## config.mk

```make
export PLATFORM = sky130hd
export DESIGN_NAME = instr_expander
export DESIGN_NICKNAME = d
export VERILOG_FILES = /design/src/rtl/instr_exp_pkg.sv /design/src/rtl/half_select.sv /design/src/rtl/hw_expand.sv /design/src/rtl/link_joiner.sv /design/src/rtl/instr_expander.sv
export SDC_FILE = /design/constraint.sdc
export NUM_CORES = 1
export LEC_CHECK = 0
export BUFFER_PORTS_ARGS = -buffer_cell sky130_fd_sc_hd__buf_2
export CAP_MARGIN = 20
export CORE_MARGIN = 2
export CORE_UTILIZATION = 30
export CTS_BUF_LIST = sky130_fd_sc_hd__clkbuf_4
export CTS_CLUSTER_SIZE = 8
export DETAILED_ROUTE_END_ITERATION = 10
export GPL_TIMING_DRIVEN = 0
export MAX_ROUTING_LAYER = met4
export PLACE_DENSITY_LB_ADDON = 0.15
export SYNTH_ARGS = -nofsm -noshare
export SYNTH_HDL_FRONTEND = slang
export SYNTH_SLANG_ARGS = --single-unit
export TNS_END_PERCENT = 50
```

## constraint.sdc

```tcl
create_clock -name clk -period 4.36 [get_ports clk]
set_clock_uncertainty 0.15 [all_clocks]
set_input_delay 0.218 -clock clk [delete_from_list [all_inputs] [get_ports clk]]
set_output_delay 0.218 -clock clk [all_outputs]
set_load 0.05 [all_outputs]
```

## src/rtl/instr_exp_pkg.sv

```systemverilog
// Package: shared widths, condition code and halfword classes for the
// compressed-instruction expander. Assumes a 32-bit word made of two halfwords.
package instr_exp_pkg;
    localparam int WORD_W    = 32;
    localparam int HALF_W    = 16;
    localparam int LANES     = WORD_W / HALF_W;
    localparam int LANE_W    = $clog2(LANES);
    localparam int LREG_W    = 3;
    localparam int OFF_W     = 11;
    localparam int BOFF_W    = 24;
    localparam logic [3:0] COND_ALWAYS = 4'hE;

    typedef enum logic [2:0] {
        HK_NONE, HK_SHIFT, HK_ADDSUB, HK_IMM, HK_BRANCH, HK_LINK_HI, HK_LINK_LO
    } hw_kind_t;

    // Sort a halfword into one of the handled shapes.
    function automatic hw_kind_t classify(input logic [HALF_W-1:0] h);
        if (h[15:11] == 5'b00011)      return HK_ADDSUB;
        else if (h[15:13] == 3'b000)   return HK_SHIFT;
        else if (h[15:13] == 3'b001)   return HK_IMM;
        else if (h[15:11] == 5'b11100) return HK_BRANCH;
        else if (h[15:11] == 5'b11110) return HK_LINK_HI;
        else if (h[15:11] == 5'b11111) return HK_LINK_LO;
        else                           return HK_NONE;
    endfunction
endpackage

```

## src/rtl/half_select.sv

```systemverilog
// half_select: picks one halfword lane from the fetch word by address bits.
// Assumes lane 0 is the low-order halfword (little-endian packing).
module half_select
    import instr_exp_pkg::*;
(
    input  logic [WORD_W-1:0] word,
    input  logic [LANE_W-1:0] lane,
    output logic [HALF_W-1:0] half
);
    logic [HALF_W-1:0] lanes [LANES];

    for (genvar g = 0; g < LANES; g++) begin : g_lane
        assign lanes[g] = word[g*HALF_W +: HALF_W];
    end

    // Route the addressed lane to the output.
    always_comb half = lanes[lane];
endmodule

```

## src/rtl/hw_expand.sv

```systemverilog
// hw_expand: combinational rewrite of one compressed halfword into a full
// instruction for the non-link shapes. Assumes only the low eight registers
// are nameable, so register field bit 3 is always 0.
module hw_expand
    import instr_exp_pkg::*;
(
    input  logic [HALF_W-1:0] half,
    output hw_kind_t          kind,
    output logic [WORD_W-1:0] word,
    output logic              ok
);
    logic [LREG_W-1:0] rd_lo, rs_lo, rd_hi;
    logic [3:0]        imm_op;

    assign rd_lo = half[2:0];
    assign rs_lo = half[5:3];
    assign rd_hi = half[10:8];

    // Map the immediate-group operation onto the full data-processing opcode.
    always_comb begin
        case (half[12:11])
            2'b00:   imm_op = 4'b1101;
            2'b01:   imm_op = 4'b1010;
            2'b10:   imm_op = 4'b0100;
            default: imm_op = 4'b0010;
        endcase
    end

    // Build the expanded word for the recognised shape.
    always_comb begin
        kind = classify(half);
        ok   = 1'b1;
        word = '0;
        case (kind)
            HK_SHIFT:  word = {COND_ALWAYS, 3'b000, 4'b1101, 1'b1, 4'h0,
                               1'b0, rd_lo, half[10:6], half[12:11], 1'b0,
                               1'b0, rs_lo};
            HK_ADDSUB: word = {COND_ALWAYS, 2'b00, half[10],
                               (half[9] ? 4'b0010 : 4'b0100), 1'b1,
                               1'b0, rs_lo, 1'b0, rd_lo, 9'd0, half[8:6]};
            HK_IMM:    word = {COND_ALWAYS, 2'b00, 1'b1, imm_op, 1'b1,
                               (half[12:11] == 2'b00) ? 4'h0 : {1'b0, rd_hi},
                               (half[12:11] == 2'b01) ? 4'h0 : {1'b0, rd_hi},
                               4'h0, half[7:0]};
            HK_BRANCH: word = {COND_ALWAYS, 4'b1010,
                               {(BOFF_W-OFF_W){half[OFF_W-1]}}, half[OFF_W-1:0]};
            default:   ok   = 1'b0;
        endcase
    end
endmodule

```

## src/rtl/link_joiner.sv

```systemverilog
// link_joiner: holds the first half of a two-halfword branch-with-link and
// forms the joined instruction when the second half arrives. Assumes the
// held half is dropped whenever the core is in 32-bit state.
module link_joiner
    import instr_exp_pkg::*;
(
    input  logic              clk,
    input  logic              rst_n,
    input  logic              cstate,
    input  hw_kind_t          kind,
    input  logic [OFF_W-1:0]  off,
    output logic [WORD_W-1:0] link_word,
    output logic              link_ok,
    output logic              link_err
);
    localparam int JOIN_W = 2 * OFF_W;

    logic             pend_q;
    logic [OFF_W-1:0] hi_q;
    logic [JOIN_W-1:0] joined;

    assign joined = {hi_q, off};

    // Track the pending first half.
    always_ff @(posedge clk) begin
        if (!rst_n || !cstate) begin
            pend_q <= 1'b0;
            hi_q   <= '0;
        end else if (kind == HK_LINK_HI) begin
            pend_q <= 1'b1;
            hi_q   <= off;
        end else if (kind == HK_LINK_LO) begin
            pend_q <= 1'b0;
        end
    end

    // Form the joined instruction or flag an orphan second half.
    always_comb begin
        link_word = {COND_ALWAYS, 4'b1011,
                     {(BOFF_W-JOIN_W){joined[JOIN_W-1]}}, joined};
        link_ok   = cstate && (kind == HK_LINK_LO) && pend_q;
        link_err  = cstate && (kind == HK_LINK_LO) && !pend_q;
    end
endmodule

```

## src/rtl/instr_expander.sv

```systemverilog
// instr_expander: pipeline stage ahead of the full-width decoder. It forwards
// 32-bit-state words and expands compressed halfwords. Assumes one fetch word
// per clock; all outputs are registered (one cycle of latency).
module instr_expander
    import instr_exp_pkg::*;
(
    input  logic              clk,
    input  logic              rst_n,
    input  logic [31:0]       fetch_word,
    input  logic              addr_a1,
    input  logic              cstate,
    output logic [31:0]       instr_out,
    output logic              instr_valid,
    output logic              bl_error
);
    logic [HALF_W-1:0] half;
    hw_kind_t          kind;
    logic [WORD_W-1:0] exp_word, link_word;
    logic              exp_ok, link_ok, link_err;

    half_select u_sel (.word(fetch_word), .lane(addr_a1), .half(half));

    hw_expand u_exp (.half(half), .kind(kind), .word(exp_word), .ok(exp_ok));

    link_joiner u_link (
        .clk(clk), .rst_n(rst_n), .cstate(cstate), .kind(kind),
        .off(half[OFF_W-1:0]), .link_word(link_word),
        .link_ok(link_ok), .link_err(link_err)
    );

    // Register the selected result toward the decoder.
    always_ff @(posedge clk) begin
        if (!rst_n) begin
            instr_out   <= '0;
            instr_valid <= 1'b0;
            bl_error    <= 1'b0;
        end else if (!cstate) begin
            instr_out   <= fetch_word;
            instr_valid <= 1'b1;
            bl_error    <= 1'b0;
        end else begin
            instr_out   <= link_ok ? link_word : (exp_ok ? exp_word : '0);
            instr_valid <= link_ok || exp_ok;
            bl_error    <= link_err;
        end
    end
endmodule

```

# == Word-level counts from Yosys, hierarchy flattened ==
# Cells that the tools add are included.
# W data, S select, Z words.
# totals
reg_bits,46
latch_bits,0
ram_bits,0
mem_bits_ro,0
inputBits,36
n_memories,0
# classes
n_addsub,0
mul,0
div,0
n_lt_le_gt_ge,1
n_eq_ne,13
n_shift,0
n_mux,21
bitwise,1
reduce_logical,13
# ops
cell,count
$pmux W32 S4,1
$mux W32,3
$mux W16,3
$mux W3,9
$eq A5 B5 Y1 const B,3
$pmux W4 S3,1
$eq A3 B3 Y1 const B,3
$eq A3 B1 Y1 const B,2
$eq A3 B2 Y1 const B,2
$eq A5 B2 Y1 const B,1
$mux W1,4
$reduce_or A4 Y1,1
$logic_and A1 B1 Y1,3
$logic_not A1 Y1,3
$logic_not A3 Y1,1
$eq A2 B1 Y1 const B,1
$eq A2 B2 Y1 const B,1
$ge A2 B2 Y1 const B,1
$logic_not A2 Y1,1
$logic_or A1 B1 Y1,2
$not A1 Y2,1
$reduce_and A2 Y1,1
$reduce_bool A2 Y1,1

# == Logic depth before layout (Yosys ltp) ==
# logic_depth
depth_word,17
ltp_mapped,9
depth_no_buf,6

# == Modules after synthesis ==
# From an unflattened synthesis, not the netlist that was laid out.
# hier_totals
hier_cells,356
area_unflattened_um2,2984.1
# by_module_without_submodules
mod,n_inst,cells_each,area_per_inst_um2
instr_expander,1,186,1559.0
link_joiner,1,82,669.4
hw_expand,1,70,506.7
half_select,1,18,249.0

# == Worst setup path after synthesis ==
# OpenSTA, ideal clock, no wires.
# synth_timing
path_kind,input -> register
start,in addr_a1
end,reg instr_out[2]
arrival_ns,1.633
required_time_ns,4.088
path_slack_ns,2.455
cell_stages,7
n_path_buf,2
path_cell_list,buf_6 and2_1 a22o_1 buf_6 o211ai_1 a31oi_2 a221o_1
# synth_via
elab_chain_cells,17
elab_cells_between_ends,29
classes_between,eq/ne: 10; mux: 14; bitwise: 1; reduce/logical: 4
# synth_lines
element,line_no,text
"start, declared",instr_expander.sv:10,"input logic addr_a1,"
$not A1 Y2 (not written as such) (*),half_select.sv:17,always_comb half = lanes[lane];
$mux W16 (not written as such) (*) (3 in a row),half_select.sv:17,
$eq A5 B5 Y1,instr_exp_pkg.sv:24,else if (h[15:11] == 5'b11111) return HK_LINK_LO;
$mux W3,instr_exp_pkg.sv:24,
$mux W3,instr_exp_pkg.sv:23,else if (h[15:11] == 5'b11110) return HK_LINK_HI;
$mux W3,instr_exp_pkg.sv:22,else if (h[15:11] == 5'b11100) return HK_BRANCH;
$mux W3,instr_exp_pkg.sv:21,else if (h[15:13] == 3'b001) return HK_IMM;
$mux W3,instr_exp_pkg.sv:20,else if (h[15:13] == 3'b000) return HK_SHIFT;
$mux W3,instr_exp_pkg.sv:19,if (h[15:11] == 5'b00011) return HK_ADDSUB;
"$eq A3 B1 Y1, or another cell as far along",hw_expand.sv:34,case (kind)
$reduce_or A4 Y1 (no line),-,
$mux W1,hw_expand.sv:34,
$mux W32,instr_expander.sv:42,instr_out <= link_ok ? link_word : (exp_ok ? exp_word : '0);
$mux W32 (*),instr_expander.sv:42,
$mux W32 (*),instr_expander.sv:37,end else if (!cstate) begin
"end signal, assigned",instr_expander.sv:38,instr_out <= fetch_word;
"end signal, assigned",instr_expander.sv:42,
"end, declared",instr_expander.sv:12,"output logic [31:0] instr_out,"
# Mark *: on every way between the ends. The rest lies on a longest branch, timed or not. The select of a mux whose other input is x is not followed.
# A chain may end at the register's enable or synchronous reset.

# == Worst setup path in the final report ==
# layout_timing
start,in fetch_word[14]
end,reg instr_out[10]
# layout_via
elab_chain_cells,16
elab_cells_between_ends,28
classes_between,eq/ne: 10; mux: 14; reduce/logical: 4
# layout_lines
element,line_no,text
"start, declared",instr_expander.sv:9,"input logic [31:0] fetch_word,"
$mux W16 (not written as such) (*) (3 in a row),half_select.sv:17,
$eq A5 B5 Y1,instr_exp_pkg.sv:24,
$mux W3,instr_exp_pkg.sv:24,
$mux W3,instr_exp_pkg.sv:23,
$mux W3,instr_exp_pkg.sv:22,
$mux W3,instr_exp_pkg.sv:21,
$mux W3,instr_exp_pkg.sv:20,
$mux W3 (*),instr_exp_pkg.sv:19,
"$eq A3 B1 Y1, or another cell as far along",hw_expand.sv:34,
$reduce_or A4 Y1 (no line),-,
$mux W1,hw_expand.sv:34,
$mux W32,instr_expander.sv:42,
$mux W32 (*),instr_expander.sv:42,
$mux W32 (*),instr_expander.sv:37,
# Marks and branches as above.

==> flow_summary_export.csv <==
group,metric,value,unit
logic_synthesis,ys_warn_count,0,
critical_path,cp_slowest_cell,"a2111oi_0",
logic_synthesis,synth_compound_area_share,30.6,%
global_route,grt_antenna_before_repair,0,
clocking,cts.sinks,46,
critical_path,worstPathBufferInverterCount,2,
critical_path,critPathKind,"input port to register",
logic_synthesis,avgSynthCellArea,8.94,um^2
logic_synthesis,ys_seq_area_share,40.4,%
critical_path,cp.required,4.51,ns
route,vias,2368,
clocking,cts_resized,0,
power,p_leak,1.30,nW
critical_path,reg2reg_to,"instr_out[6]",
cells_and_area,drive_gt1_share,28.5,%
clocking,cts.path.max_buffers,2,
power,irDropWorstVdd,111,uV
timing,tightest_slew,1.01,ns
timing,rsz0062_at_grt,"no",
global_route,grt_max_degree,15,
worst_hold_path,hold_class,"input port to register",
timing,hold_violations,0,
critical_path,crit_path_end_kind,"register",
logic_synthesis,synth_cell_type_count,53,
placed_design,placed_cells,422,
route,viasPerCell,5.22,
flow_run,max_cap_violations,0,
status,status,"finished, final reports clean",
logic_synthesis,syn_area,2280,um^2
worst_hold_path,hold_end,"instr_out[15]",
clocking,htreeDepth,2,
logic_synthesis,ys_ff_latch,46,
logic_synthesis,synthMuxAreaShare,8.28,%
cells_and_area,mostFrequentLayoutCells,"69 x buf_2, 46 x dfxtp_1, 29 x nor2_1",
logic_synthesis,async_flop_share,0,%
placed_design,place.gp.congestion,0.925,
cells_and_area,fin_nets,390,
cells_and_area,antenna_cells,0,
floorplan,coreArea,7290,um^2
clocking,cts_made_buffers,5,
clocking,cts_root_buffer,"clkbuf_4",
logic_synthesis,synth-edff-count,0,
timing,period_minus_slack,2.58,ns
floorplan,initial_core_util,31.3,%
critical_path,reg2reg_depth,4,
route,ant_nets,0,
critical_path,path_cells,"dlygate4sd3_1, buf_2, and4b_1, o221a_4, a2111oi_0, a221oi_1, nor2_1",
route,drc,0,
timing,fin_crit_sh,59.3,%
floorplan,io-pin-count,70,
critical_path,path_max_fanout,6,
worst_hold_path,hold_depth,3,
logic_synthesis,syn_inst,255,
timing,slew_violations,0,
critical_path,cpLargestDelayFamily,"compound AO/OA/AOI/OAI gates",
floorplan,die_x,91.2,um
floorplan,dieArea,8320,um^2
cells_and_area,finish.utilization,42.1,%
global_route,grt_usage,19.1,%
critical_path,max_stage_delay,0.89,ns
critical_path,r2r_start,"u_link.pend_q",
global_route,grt_pass1_wl,12.0,mm
timing,fmax,387,MHz
logic_synthesis,synth-simple-area-share,16.1,%
route,drtIter0Drc,182,
route,dr.pass1.iters,4,
timing,relSlewSlack,30.8,%
timing,setup_viol,0,
placed_design,hpwl,5.63,mm
critical_path,reg2reg_slack,2.63,ns
logic_synthesis,synth-xor-area-share,0,%
logic_synthesis,yosys.area.top_type,"dfxtp_1",
worst_hold_path,hold_start,"fetch_word[15]",
cells_and_area,layout_commonest_cell,"buf_2",
logic_synthesis,ys.flop_type,"dfxtp_1",
critical_path,arrival,2.74,ns
floorplan,num_rows,31,
route,routed_wl,7.76,mm
clocking,clk_pin_slew,0.14,ns
route,wl_per_cell,17.1,um
global_route,gr-total-overflow,0,
cells_and_area,multi_input_area,1250,um^2
logic_synthesis,synth_fa_ha_area_share,0,%
logic_synthesis,synth_top_area_share,40.4,%
critical_path,cp-start-kind,"input port",
logic_synthesis,synth_top_family_by_area,"compound AO/OA/AOI/OAI gates",
timing,fin_setup_tns,0,ns
cells_and_area,stdcell_count,454,
global_route,grt_pass1_vias,2260,
cells_and_area,area.sequential,921,um^2
floorplan,die_h,91.2,um
cells_and_area,syn_to_final_growth,34.5,%
clocking,cts_tree,"built",
cells_and_area,fillCellCount,797,
clocking,clk_latency,0.37,ns
logic_synthesis,syn_nets,291,
placed_design,port_buffers,68,
power,power_density,316,nW/um^2
logic_synthesis,synthTopCellsByArea,"dfxtp_1 40%, mux2i_1 5.7%, nor2_1 4.8%",
-- power breakdown --
part / switching (mW) / total, mW / internal (mW)
clock network: 0.151 / 0.278 / 0.127
logic: 0.166 / 0.248 / 0.0820
registers: 0.00436 / 0.444 / 0.440
-- synth_stat cells (2+ instances only) --
master / instances
nor2_1: 29
o311ai_1: 2
nor3_1: 7
a22o_1: 6
o21ai_1: 2
o22ai_1: 10
o211ai_1: 3
a211oi_1: 14
clkbuf_1: 7
o21ai_0: 18
and2_1: 4
a31oi_1: 5
a32oi_1: 2
nand2_1: 22
or3_1: 2
mux2i_1: 13
a22oi_1: 3
inv_1: 2
a21o_1: 2
buf_6: 5
buf_1: 2
dfxtp_1: 46
mux2_2: 4
a21oi_1: 16
-- state kept, by name, indices dropped and copies added, names as in the netlist --
register / count
bl_error: 1
u_link.hi_q: 11
instr_valid: 1
u_link.pend_q: 1
instr_out: 32
-- worst min-delay path, stage by stage --
cell and delay [ns]:
buf_2 0.11, o21ai_0 0.07, nor2_1 0.09
-- cells by family (layout without fill, tap and decap cells) --
group                  Yosys count  in the layout
and+or+nand+nor                 75             75
buffers and inverters           18            118
muxes                           18             18
DFF                             46             46
AOI/OAI and AO/OA               98             98
-- metal layers --
metal | routed length, um | GRT usage (%) | up-vias
met3 | 338 | 3.82 | 15
li1 | - | - | 1160
met4 | 167 | 6.06 | 0
met1 | 3620 | 24.5 | 1119
met2 | 3630 | 30.4 | 74
met5 | 0 | - | -
-- through the flow --
step	power, mW	setup WS, ns	instance area [um^2]	hold slack [ns]
6_report	0.970	1.78	3070	0.00420
5_1_grt	1.01	1.81	3070	0.0217
4_1_cts	0.972	1.91	3070	0.00245
3_5_place_dp	0.683	1.93	2750	0.294
3_3_place_gp	0.682	1.90	2750	0.296
2_1_floorplan	0.610	2.46	2280	0.175
-- repair_timing --
item	CTS	global route
endpoints found under the hold margin	26	0
buffers inserted	0	0
hold buffers	24	0
-- how the worst max path moves through the flow --
stage                   startpoint            end  cells past startpoint
floorplan                  addr_a1   instr_out[2]                      7
global placement           addr_a1  instr_out[10]                      7
detailed placement         addr_a1  instr_out[10]                      7
CTS                 fetch_word[14]  instr_out[10]                      7
global route        fetch_word[14]  instr_out[10]                      7
finish              fetch_word[14]  instr_out[10]                      7
-- cell type report --
cell class	count	area share (%)
Inverter	3	0.367
Clock inverter	2	1.22
Buffer	15	3.10
Sequential cell	46	30.0
Clock buffer	6	1.47
Tap cell	99	4.04
Multi-Input combinational cell	191	40.9
Timing Repair Buffer	92	18.9
Power figures use the tool's default switching activity.
